==> config.mk <==
export PLATFORM = sky130hd
export DESIGN_NAME = ocp_hiccup_ctrl
export DESIGN_NICKNAME = d
export VERILOG_FILES = /design/src/rtl/ocp_pkg.sv /design/src/rtl/ocp_phase_split.sv /design/src/rtl/ocp_softstart.sv /design/src/rtl/ocp_pulse_guard.sv /design/src/rtl/ocp_hiccup_ctrl.sv
export SDC_FILE = /design/constraint.sdc
export NUM_CORES = 1
export LEC_CHECK = 0
export BUFFER_PORTS_ARGS = -buffer_cell sky130_fd_sc_hd__buf_4
export CORE_UTILIZATION = 30
export CTS_BUF_LIST = sky130_fd_sc_hd__clkbuf_8
export DETAILED_ROUTE_END_ITERATION = 8
export GPL_TIMING_DRIVEN = 0
export PLACE_DENSITY_LB_ADDON = 0.1
export SETUP_SLACK_MARGIN = 0.4
export SYNTH_ARGS = -nofsm -noshare
export SYNTH_HDL_FRONTEND = slang
export SYNTH_SLANG_ARGS = --single-unit
==> constraint.sdc <==
create_clock -name clk -period 1.8 [get_ports clk]
set_input_delay 0.18 -clock clk [delete_from_list [all_inputs] [get_ports clk]]
set_output_delay 0.18 -clock clk [all_outputs]
set_load 0.005 [all_outputs]
==> src/rtl/ocp_pkg.sv <==
package ocp_pkg;
  typedef enum logic [1:0] {
    SS_DISCH = 2'd0,
    SS_RAMP  = 2'd1,
    SS_DONE  = 2'd2
  } ss_state_t;
endpackage

==> src/rtl/ocp_phase_split.sv <==
module ocp_phase_split #(
  parameter int NCH        = 2,
  parameter int PHASE_STEP = 8
) (
  input  logic           clk,
  input  logic           rst,
  input  logic           cyc_start,
  output logic [NCH-1:0] strobe
);
  localparam int LAST = PHASE_STEP * (NCH - 1);
  localparam int PCW  = $clog2(LAST + 2);

  logic [PCW-1:0] pcnt;

  always_ff @(posedge clk) begin
    if (rst) begin
      pcnt <= '0;
    end else if (cyc_start) begin
      pcnt <= PCW'(1);
    end else if (pcnt != '0 && pcnt != PCW'(LAST + 1)) begin
      pcnt <= pcnt + 1'b1;
    end
  end

  assign strobe[0] = cyc_start;

  for (genvar k = 1; k < NCH; k++) begin : g_lag
    assign strobe[k] = (pcnt == PCW'(PHASE_STEP * k));
  end

  // the offset counter saturates and never wraps
  assert_pcnt_bound_R10: assert property (@(posedge clk) disable iff (rst)
    pcnt <= PCW'(LAST + 1));
endmodule

==> src/rtl/ocp_softstart.sv <==
module ocp_softstart
  import ocp_pkg::*;
#(
  parameter int SS_W      = 8,
  parameter int SS_DIV    = 2,
  parameter int SS_TRIP   = 8,
  parameter int SS_TOP    = 32,
  parameter int DISCH_CYC = 6
) (
  input  logic            clk,
  input  logic            rst,
  input  logic            restart,
  output logic [SS_W-1:0] level,
  output logic            en,
  output logic            done,
  output logic            hiccup
);
  localparam int PW = $clog2(SS_DIV + 1);
  localparam int TW = $clog2(DISCH_CYC + 1);

  ss_state_t       st, st_d;
  logic [SS_W-1:0] lvl_d;
  logic [PW-1:0]   pre, pre_d;
  logic [TW-1:0]   tmr, tmr_d;
  logic            hic_d;

  always_comb begin
    st_d  = st;
    lvl_d = level;
    pre_d = pre;
    tmr_d = tmr;
    hic_d = hiccup;
    if (restart) begin
      st_d  = SS_DISCH;
      lvl_d = '0;
      pre_d = '0;
      tmr_d = TW'(DISCH_CYC - 1);
      hic_d = 1'b1;
    end else begin
      case (st)
        SS_DISCH: begin
          if (tmr == '0) st_d = SS_RAMP;
          else           tmr_d = tmr - 1'b1;
        end
        SS_RAMP: begin
          if (pre == PW'(SS_DIV - 1)) begin
            pre_d = '0;
            lvl_d = level + 1'b1;
            if (level == SS_W'(SS_TOP - 1)) begin
              st_d  = SS_DONE;
              hic_d = 1'b0;
            end
          end else begin
            pre_d = pre + 1'b1;
          end
        end
        default: ;
      endcase
    end
  end

  always_ff @(posedge clk) begin
    if (rst) begin
      st     <= SS_RAMP;
      level  <= '0;
      pre    <= '0;
      tmr    <= '0;
      en     <= 1'b0;
      hiccup <= 1'b0;
    end else begin
      st     <= st_d;
      level  <= lvl_d;
      pre    <= pre_d;
      tmr    <= tmr_d;
      en     <= (lvl_d >= SS_W'(SS_TRIP));
      hiccup <= hic_d;
    end
  end

  assign done = (st == SS_DONE);

  assert_level_cap_R8: assert property (@(posedge clk) disable iff (rst)
    level <= SS_W'(SS_TOP));
  assert_ramp_step_R8: assert property (@(posedge clk) disable iff (rst)
    (st == SS_RAMP && !restart) |=> (level - $past(level)) <= SS_W'(1));
  assert_discharge_R5: assert property (@(posedge clk) disable iff (rst)
    restart |=> (level == '0 && !en && hiccup));
  assert_hic_clear_R9: assert property (@(posedge clk) disable iff (rst)
    $fell(hiccup) |-> (st == SS_DONE && level == SS_W'(SS_TOP)));
endmodule

==> src/rtl/ocp_pulse_guard.sv <==
module ocp_pulse_guard #(
  parameter int CNT_LIMIT = 32
) (
  input  logic clk,
  input  logic rst,
  input  logic strobe,
  input  logic pwm_req,
  input  logic oc_cmp,
  input  logic en,
  input  logic ss_done,
  output logic hs_gate,
  output logic trip
);
  localparam int CW = $clog2(CNT_LIMIT + 1);

  logic          on_q;
  logic          oc_seen;
  logic [CW-1:0] run_cnt;
  logic          cyc_oc;

  // overcurrent in the period now ending: already cut, or cut this cycle
  assign cyc_oc = oc_seen | (on_q & oc_cmp);
  assign trip   = strobe & ss_done & cyc_oc & (run_cnt == CW'(CNT_LIMIT - 1));

  always_ff @(posedge clk) begin
    if (rst) begin
      on_q    <= 1'b0;
      oc_seen <= 1'b0;
      run_cnt <= '0;
    end else begin
      if (strobe) begin
        oc_seen <= 1'b0;
        if (!ss_done || !cyc_oc || trip) run_cnt <= '0;
        else                             run_cnt <= run_cnt + 1'b1;
      end else if (on_q && oc_cmp) begin
        oc_seen <= 1'b1;
      end

      if (trip || !en)             on_q <= 1'b0;
      else if (strobe)             on_q <= pwm_req;
      else if (oc_cmp || !pwm_req) on_q <= 1'b0;
    end
  end

  assign hs_gate = on_q;

  assert_pulse_cut_R3: assert property (@(posedge clk) disable iff (rst)
    (on_q && oc_cmp && !strobe) |=> !on_q);
  assert_gate_needs_en_R8: assert property (@(posedge clk) disable iff (rst)
    !en |=> !on_q);
  assert_count_held_R7: assert property (@(posedge clk) disable iff (rst)
    !ss_done |=> run_cnt == '0);
  assert_no_overflow_R5: assert property (@(posedge clk) disable iff (rst)
    run_cnt < CW'(CNT_LIMIT));
endmodule

==> src/rtl/ocp_hiccup_ctrl.sv <==
module ocp_hiccup_ctrl #(
  parameter int NCH        = 2,
  parameter int PHASE_STEP = 8,
  parameter int CNT_LIMIT  = 32,
  parameter int SS_W       = 8,
  parameter int SS_DIV     = 2,
  parameter int SS_TRIP    = 8,
  parameter int SS_TOP     = 32,
  parameter int DISCH_CYC  = 6
) (
  input  logic                clk,
  input  logic                rst,
  input  logic                cyc_start,
  input  logic [NCH-1:0]      pwm_req,
  input  logic [NCH-1:0]      oc_cmp,
  output logic [NCH-1:0]      hs_gate,
  output logic [NCH*SS_W-1:0] ss_level,
  output logic [NCH-1:0]      out_en,
  output logic [NCH-1:0]      hiccup
);
  logic [NCH-1:0] strobe;
  logic [NCH-1:0] trip;
  logic [NCH-1:0] ss_done;

  ocp_phase_split #(.NCH(NCH), .PHASE_STEP(PHASE_STEP)) u_phase (
    .clk(clk), .rst(rst), .cyc_start(cyc_start), .strobe(strobe)
  );

  for (genvar i = 0; i < NCH; i++) begin : g_ch
    ocp_softstart #(
      .SS_W(SS_W), .SS_DIV(SS_DIV), .SS_TRIP(SS_TRIP),
      .SS_TOP(SS_TOP), .DISCH_CYC(DISCH_CYC)
    ) u_ss (
      .clk(clk), .rst(rst), .restart(trip[i]),
      .level(ss_level[i*SS_W +: SS_W]), .en(out_en[i]),
      .done(ss_done[i]), .hiccup(hiccup[i])
    );

    ocp_pulse_guard #(.CNT_LIMIT(CNT_LIMIT)) u_guard (
      .clk(clk), .rst(rst), .strobe(strobe[i]), .pwm_req(pwm_req[i]),
      .oc_cmp(oc_cmp[i]), .en(out_en[i]), .ss_done(ss_done[i]),
      .hs_gate(hs_gate[i]), .trip(trip[i])
    );

    assert_restart_clean_R5: assert property (@(posedge clk) disable iff (rst)
      $rose(hiccup[i]) |-> (ss_level[i*SS_W +: SS_W] == '0 && !out_en[i] && !hs_gate[i]));
  end
endmodule

After elaboration in Yosys (flattened, before gate mapping)
Cells that the tools add are included. W data, S select, Z words.

Mux-type cells: 40. Eq/ne operators: 26. Bitwise gates (word level): 12. Add/sub/neg operators: 9. Magnitude comparators: 2. Reduce and logical (&&, ||, !) cells: 55.

Operator list (number): $mux W8 (6); $reduce_bool A2 Y1 (13); $mux W3 (6); $ne A3 B1 Y1 const B (6); $add A8 B1 Y8 const B (2); $eq A8 B5 Y1 const B (2); $ge A8 B4 Y1 const B (2); $mux W1 (16); $mux W2 (8); $ne A2 B1 Y1 const B (8); $reduce_and A4 Y1 (4); $add A6 B1 Y6 const B (2); $eq A6 B5 Y1 const B (2); $mux W6 (2); $reduce_or A2 Y1 (6); $and A1 B1 Y1 (8); $eq A2 B1 Y1 const B (4); $logic_not A1 Y1 (8); $logic_or A1 B1 Y1 (8); $pmux W2 S2 (2); $reduce_and A2 Y1 (4); $logic_not A3 Y1 (2); $reduce_and A3 Y1 (2); $reduce_bool A3 Y1 (2); 11 further kinds (19).

Output and inout port bits: 22. Word-level logic and storage cells: 168. Register bits after elaboration: 54.

Logic depth before layout (Yosys ltp)
Depth after elaboration: 6. Mapped depth: 8. Mapped depth without buffers: 7.

Modules after synthesis
From an unflattened synthesis, not the netlist that was laid out.

Cells, all modules: 281. Area, all modules: 2592.5 µm².

Modules (own cells, without submodules): ocp_softstart (area each 772.0 µm², seq. area each 340.3 µm², cells each 84, instances 2); ocp_pulse_guard (area each 396.6 µm², seq. area each 160.2 µm², cells each 44, instances 2); ocp_phase_split (area each 255.2 µm², seq. area each 80.1 µm², cells each 25, instances 1).

Least setup slack after synthesis
No wires, ideal clock.

Path type: flip-flop to flip-flop. From: register g_ch[0].u_ss.st[1]. To: register g_ch[0].u_ss.en. Stages on the path, launching flop included: 7. Period minus slack after synthesis: 1.674 ns. Setup slack: 0.126 ns. Data required time: 1.734 ns. Data arrival time: 1.608 ns. Cell sequence: dfxtp_1 -> nor4bb_1 -> buf_4 -> and4_4 -> mux2_4 -> a41o_1 -> a21oi_2.

Word-level cells in the longest chain between the ends: 6. Elaborated cells on any way between the ends: 8. Those cells by class: order compare: 1; eq/ne: 2; mux: 2; bitwise: 3.

RTL lines: from (decl) (RTL line ocp_softstart.sv:21) `ss_state_t st, st_d;`; from (signal assigned) (RTL line ocp_softstart.sv:71) `st <= st_d;`; $eq A2 B2 Y1 (RTL line ocp_softstart.sv:80) `assign done = (st == SS_DONE);`; $and A1 B1 Y1 (3 in series) (RTL line ocp_pulse_guard.sv:23) `assign trip = strobe & ss_done & cyc_oc & (run_cnt == CW'(CNT_LIMIT - 1));`; $mux W8 (*) (RTL line ocp_softstart.sv:33) `if (restart) begin`; $ge A8 B4 Y1 (*) (RTL line ocp_softstart.sv:75) `en <= (lvl_d >= SS_W'(SS_TRIP));`; to (signal assigned) (RTL line ocp_softstart.sv:75); to (decl) (RTL line ocp_softstart.sv:14) `output logic en,`.

Mark *: on every way between the ends. The rest lies on a longest branch, timed or not. A chain may end at the register's enable or synchronous reset.

Worst setup path in the final report
From: register g_ch[0].u_ss.pre[0]. To: register g_ch[0].u_ss.en.

Word-level cells in the longest chain between the ends: 5.

RTL lines: from (decl) (RTL line ocp_softstart.sv:23) `logic [PW-1:0] pre, pre_d;`; from (signal assigned) (RTL line ocp_softstart.sv:73) `pre <= pre_d;`; $eq A2 B1 Y1 (RTL line ocp_softstart.sv:46) `if (pre == PW'(SS_DIV - 1)) begin`; $mux W8 (RTL line ocp_softstart.sv:46); $mux W8 (RTL line ocp_softstart.sv:40) `case (st)`; $mux W8 (RTL line ocp_softstart.sv:33); $ge A8 B4 Y1 (RTL line ocp_softstart.sv:75).

Every way passes these cells.

==> flow_summary.json <==
{
  "synth_area_per_cell_sq_um": 8.88,
  "rsz0062_at_grt": "yes",
  "period_needed_ns": 1.70,
  "worstPathRequired_ns": 2.04,
  "syn-instance-count": 286,
  "synth_warnings": 0,
  "grt_max_degree": 15,
  "worstReg2RegEnd": "g_ch[0].u_ss.en",
  "cp_cell_sequence": "nor4bb_4, buf_4, and4_4, mux2_4, a41o_1, a21oi_2",
  "port_buffers": 28,
  "synth_common_cells": "54 x dfxtp_1, 43 x nor2_1, 18 x nand2_1",
  "viasPerCell": 4.58,
  "htree_levels": 2,
  "hold_path_class": "in -> reg",
  "cts_tree": "yes",
  "antenna_cells": 0,
  "grt_pass1_wl_um": 8950,
  "ios": 29,
  "rows": 33,
  "yosys.area.top_type": "dfxtp_1",
  "path_class": "reg -> reg",
  "layout.nets": 369,
  "critPathArrivalTime_ns": 1.94,
  "drive_above_1_share_pct": 39.6,
  "core_area_sq_mm": 0.00822,
  "ir_drop_v": 0.000263,
  "cts.clk_slew.worst_paths_ns": 0.09,
  "status": "finished, final reports clean",
  "yosysSeqAreaShare_pct": 42.6,
  "p_leak_nw": 1.39,
  "netlist_area_sq_mm": 0.00254,
  "period_share_pct": 94.3,
  "hold_path_depth": 3,
  "synth_edf_count": 0,
  "num-fill-cells": 856,
  "drt_iter0_drc": 48,
  "timing.slew.headroom_pct": 59.9,
  "synth_fp_nets": 304,
  "antenna_found_initial": 0,
  "setup_viol": 0,
  "max_freq_ghz": 0.589,
  "wirelength_um": 5400,
  "wl_per_cell_um": 11.8,
  "ys_top_cells_by_area": "dfxtp_1 43%, nor2_1 6.4%, xnor2_1 5.9%",
  "cts_root_buf": "clkbuf_8",
  "rr_startpoint": "g_ch[0].u_ss.pre[0]",
  "fin_setup_tns_ns": 0,
  "die_area_sq_mm": 0.00883,
  "cp-endpoint": "g_ch[0].u_ss.en",
  "cts_max_path_buffers": 2,
  "critical_path_depth": 6,
  "multi_input_area_sq_mm": 0.00155,
  "die_w_um": 94.0,
  "ys_ff_latch": 54,
  "holdBufCountCts": 0,
  "hpwl_um": 3430,
  "worstMarginPinSlew_ns": 0.602,
  "synth_top_area_share_pct": 42.6,
  "syn2layout_area_growth_pct": 40.4,
  "reg2reg_depth": 6,
  "cp_top_family": "simple AND/OR/NAND/NOR gates",
  "cts_made_buffers": 5,
  "async_flop_share_pct": 0,
  "grt_pass1_vias": 1901,
  "slowest_delay_ns": 0.36,
  "drv_slew": 0,
  "critPathMaxFanout": 4,
  "cap_violations": 0,
  "final_hold_viol_count": 0,
  "drt_first_pass_iters": 3,
  "drc": 0,
  "holdWs_ns": 0.108,
  "clk_latency_ns": 0.30,
  "worst-path-buf-inv": 1,
  "yosys_most_used_dff": "dfxtp_1",
  "crit_start": "g_ch[0].u_ss.pre[0]",
  "fin_worst_skew_ns": 0.00599,
  "cp-end-kind": "flip-flop",
  "reg2reg_slack_ns": 0.10,
  "power_density_mw_per_mm2": 586,
  "ff_latch_area_sq_mm": 0.00111,
  "detail-route-antenna-nets": 0,
  "grt_overflow_total": 0,
  "grt_usage_pct": 12.9,
  "crit_path_top_delay_cell": "dfxtp_2",
  "startpoint_type": "flip-flop",
  "yosysUniqueCellTypes": 44,
  "synth_most_common_cell": "dfxtp_1",
  "cts.sinks": 54,
  "start_util_pct": 30.9,
  "vias": 2087,
  "die_h_um": 94.0,
  "globalplace.congestion": 0.715
}
## logic make-up after synthesis
kind of cell | Yosys count | share of synthesized area (%)
XOR/XNOR | 33 | 11.4
multiplexers | 5 | 2.17
AO/OA/AOI/OAI | 35 | 8.72
adder cells (fa/ha/maj) | 11 | 5.42
AND/OR/NAND/NOR | 120 | 24.0
buffers and inverters | 28 | 5.77
flip-flops | 54 | 42.6
## repair_timing
item | CTS | global route
resized for setup | 32 | 44
endpoints found under the setup margin | 45 | 48
gates cloned | 1 | 1
setup buffers | 20 | 8
pin swaps | 4 | 6
## registers in the layout, summed over array words and instances, names as in the netlist
signal and count:
g_ch.u_ss.en 2, g_ch.u_guard.hs_gate 2, g_ch.u_ss.level 16, g_ch.u_ss.st 4, g_ch.u_guard.run_cnt 12, g_ch.u_ss.tmr 6, u_phase.pcnt 4, g_ch.u_ss.hiccup 2
g_ch.u_guard.oc_seen 2, g_ch.u_ss.pre 4
## cell type report
cell class	instances	share of cell area [%]
plain buffers	15	3.30
well taps	105	3.69
multi-input cells	204	43.6
clock buffers	5	1.93
flip-flops and latches	54	31.2
clock inverters	2	0.211
repair buffers	58	14.7
inverters	13	1.37
## worst register-to-register path, delay by kind of cell (launching register included)
kind                   cells  cell delay [ns]
AOI/OAI and AO/OA          2             0.33
muxes                      1             0.30
DFF                        1             0.36
buffers and inverters      1             0.16
and+or+nand+nor            2             0.50
## layer usage
metal  vias to the layer above  global-route usage (%)  share of wire (%)
met5                         -                       0                  0
li1                       1094                       -                  -
met3                         8                    2.67                2.2
met2                        17                    20.3                 48
met4                         0                    4.23                1.3
met1                       968                    17.5                 49
## worst min-delay path by stage
| stage | to | slack (ns) | start |
|---|---|---|---|
| 5_1_grt | g_ch[0].u_guard.hs_gate | 0.11 | pwm_req[0] |
| 4_1_cts | g_ch[0].u_guard.hs_gate | 0.1 | pwm_req[0] |
| 6_report | g_ch[0].u_guard.hs_gate | 0.11 | pwm_req[0] |
| 3_5_place_dp | g_ch[0].u_guard.hs_gate | 0.43 | pwm_req[0] |
| 3_3_place_gp | g_ch[0].u_guard.hs_gate | 0.43 | pwm_req[0] |
| 2_1_floorplan | g_ch[0].u_guard.hs_gate | 0.30 | pwm_req[0] |
## report_power, final
group	leakage, nW	total [W]	internal, W	switching, W
Clock	0.0466	0.000641	0.000258	0.000382
Combinational	0.901	0.000225	0.000129	0.0000959
Sequential	0.442	0.00122	0.00121	0.0000187
## placed cells by master (no fill, tap or decap), types with 4 or more instances in the layout
master	netlist	routed
and3_1	5	4
dfxtp_4	0	6
nand4_1	8	8
nor2_1	43	32
a21oi_2	1	6
nand2_1	18	16
dfxtp_1	54	41
nor2_2	0	11
inv_1	13	12
xnor2_1	17	17
buf_4	8	55
nor3_1	11	7
buf_6	1	8
dfxtp_2	0	7
a21oi_1	17	12
nand2b_1	6	5
xor2_1	16	16
nand3_1	9	7
ha_1	11	7
clkbuf_8	0	5
## through the flow
step	utilization, %	cells	setup WS, ns	total power, W	instance area (sq um)
2_1_floorplan	-	286	0.167	0.00135	2580
3_3_place_gp	35.6	419	-0.110	0.00140	2930
3_5_place_dp	35.6	419	-0.112	0.00140	2930
4_1_cts	40.4	447	0.0905	0.00211	3320
5_1_grt	43.4	456	0.0305	0.00222	3560
6_report	43.4	456	0.102	0.00209	3560
No activity file was read; power rests on OpenSTA's default activity.
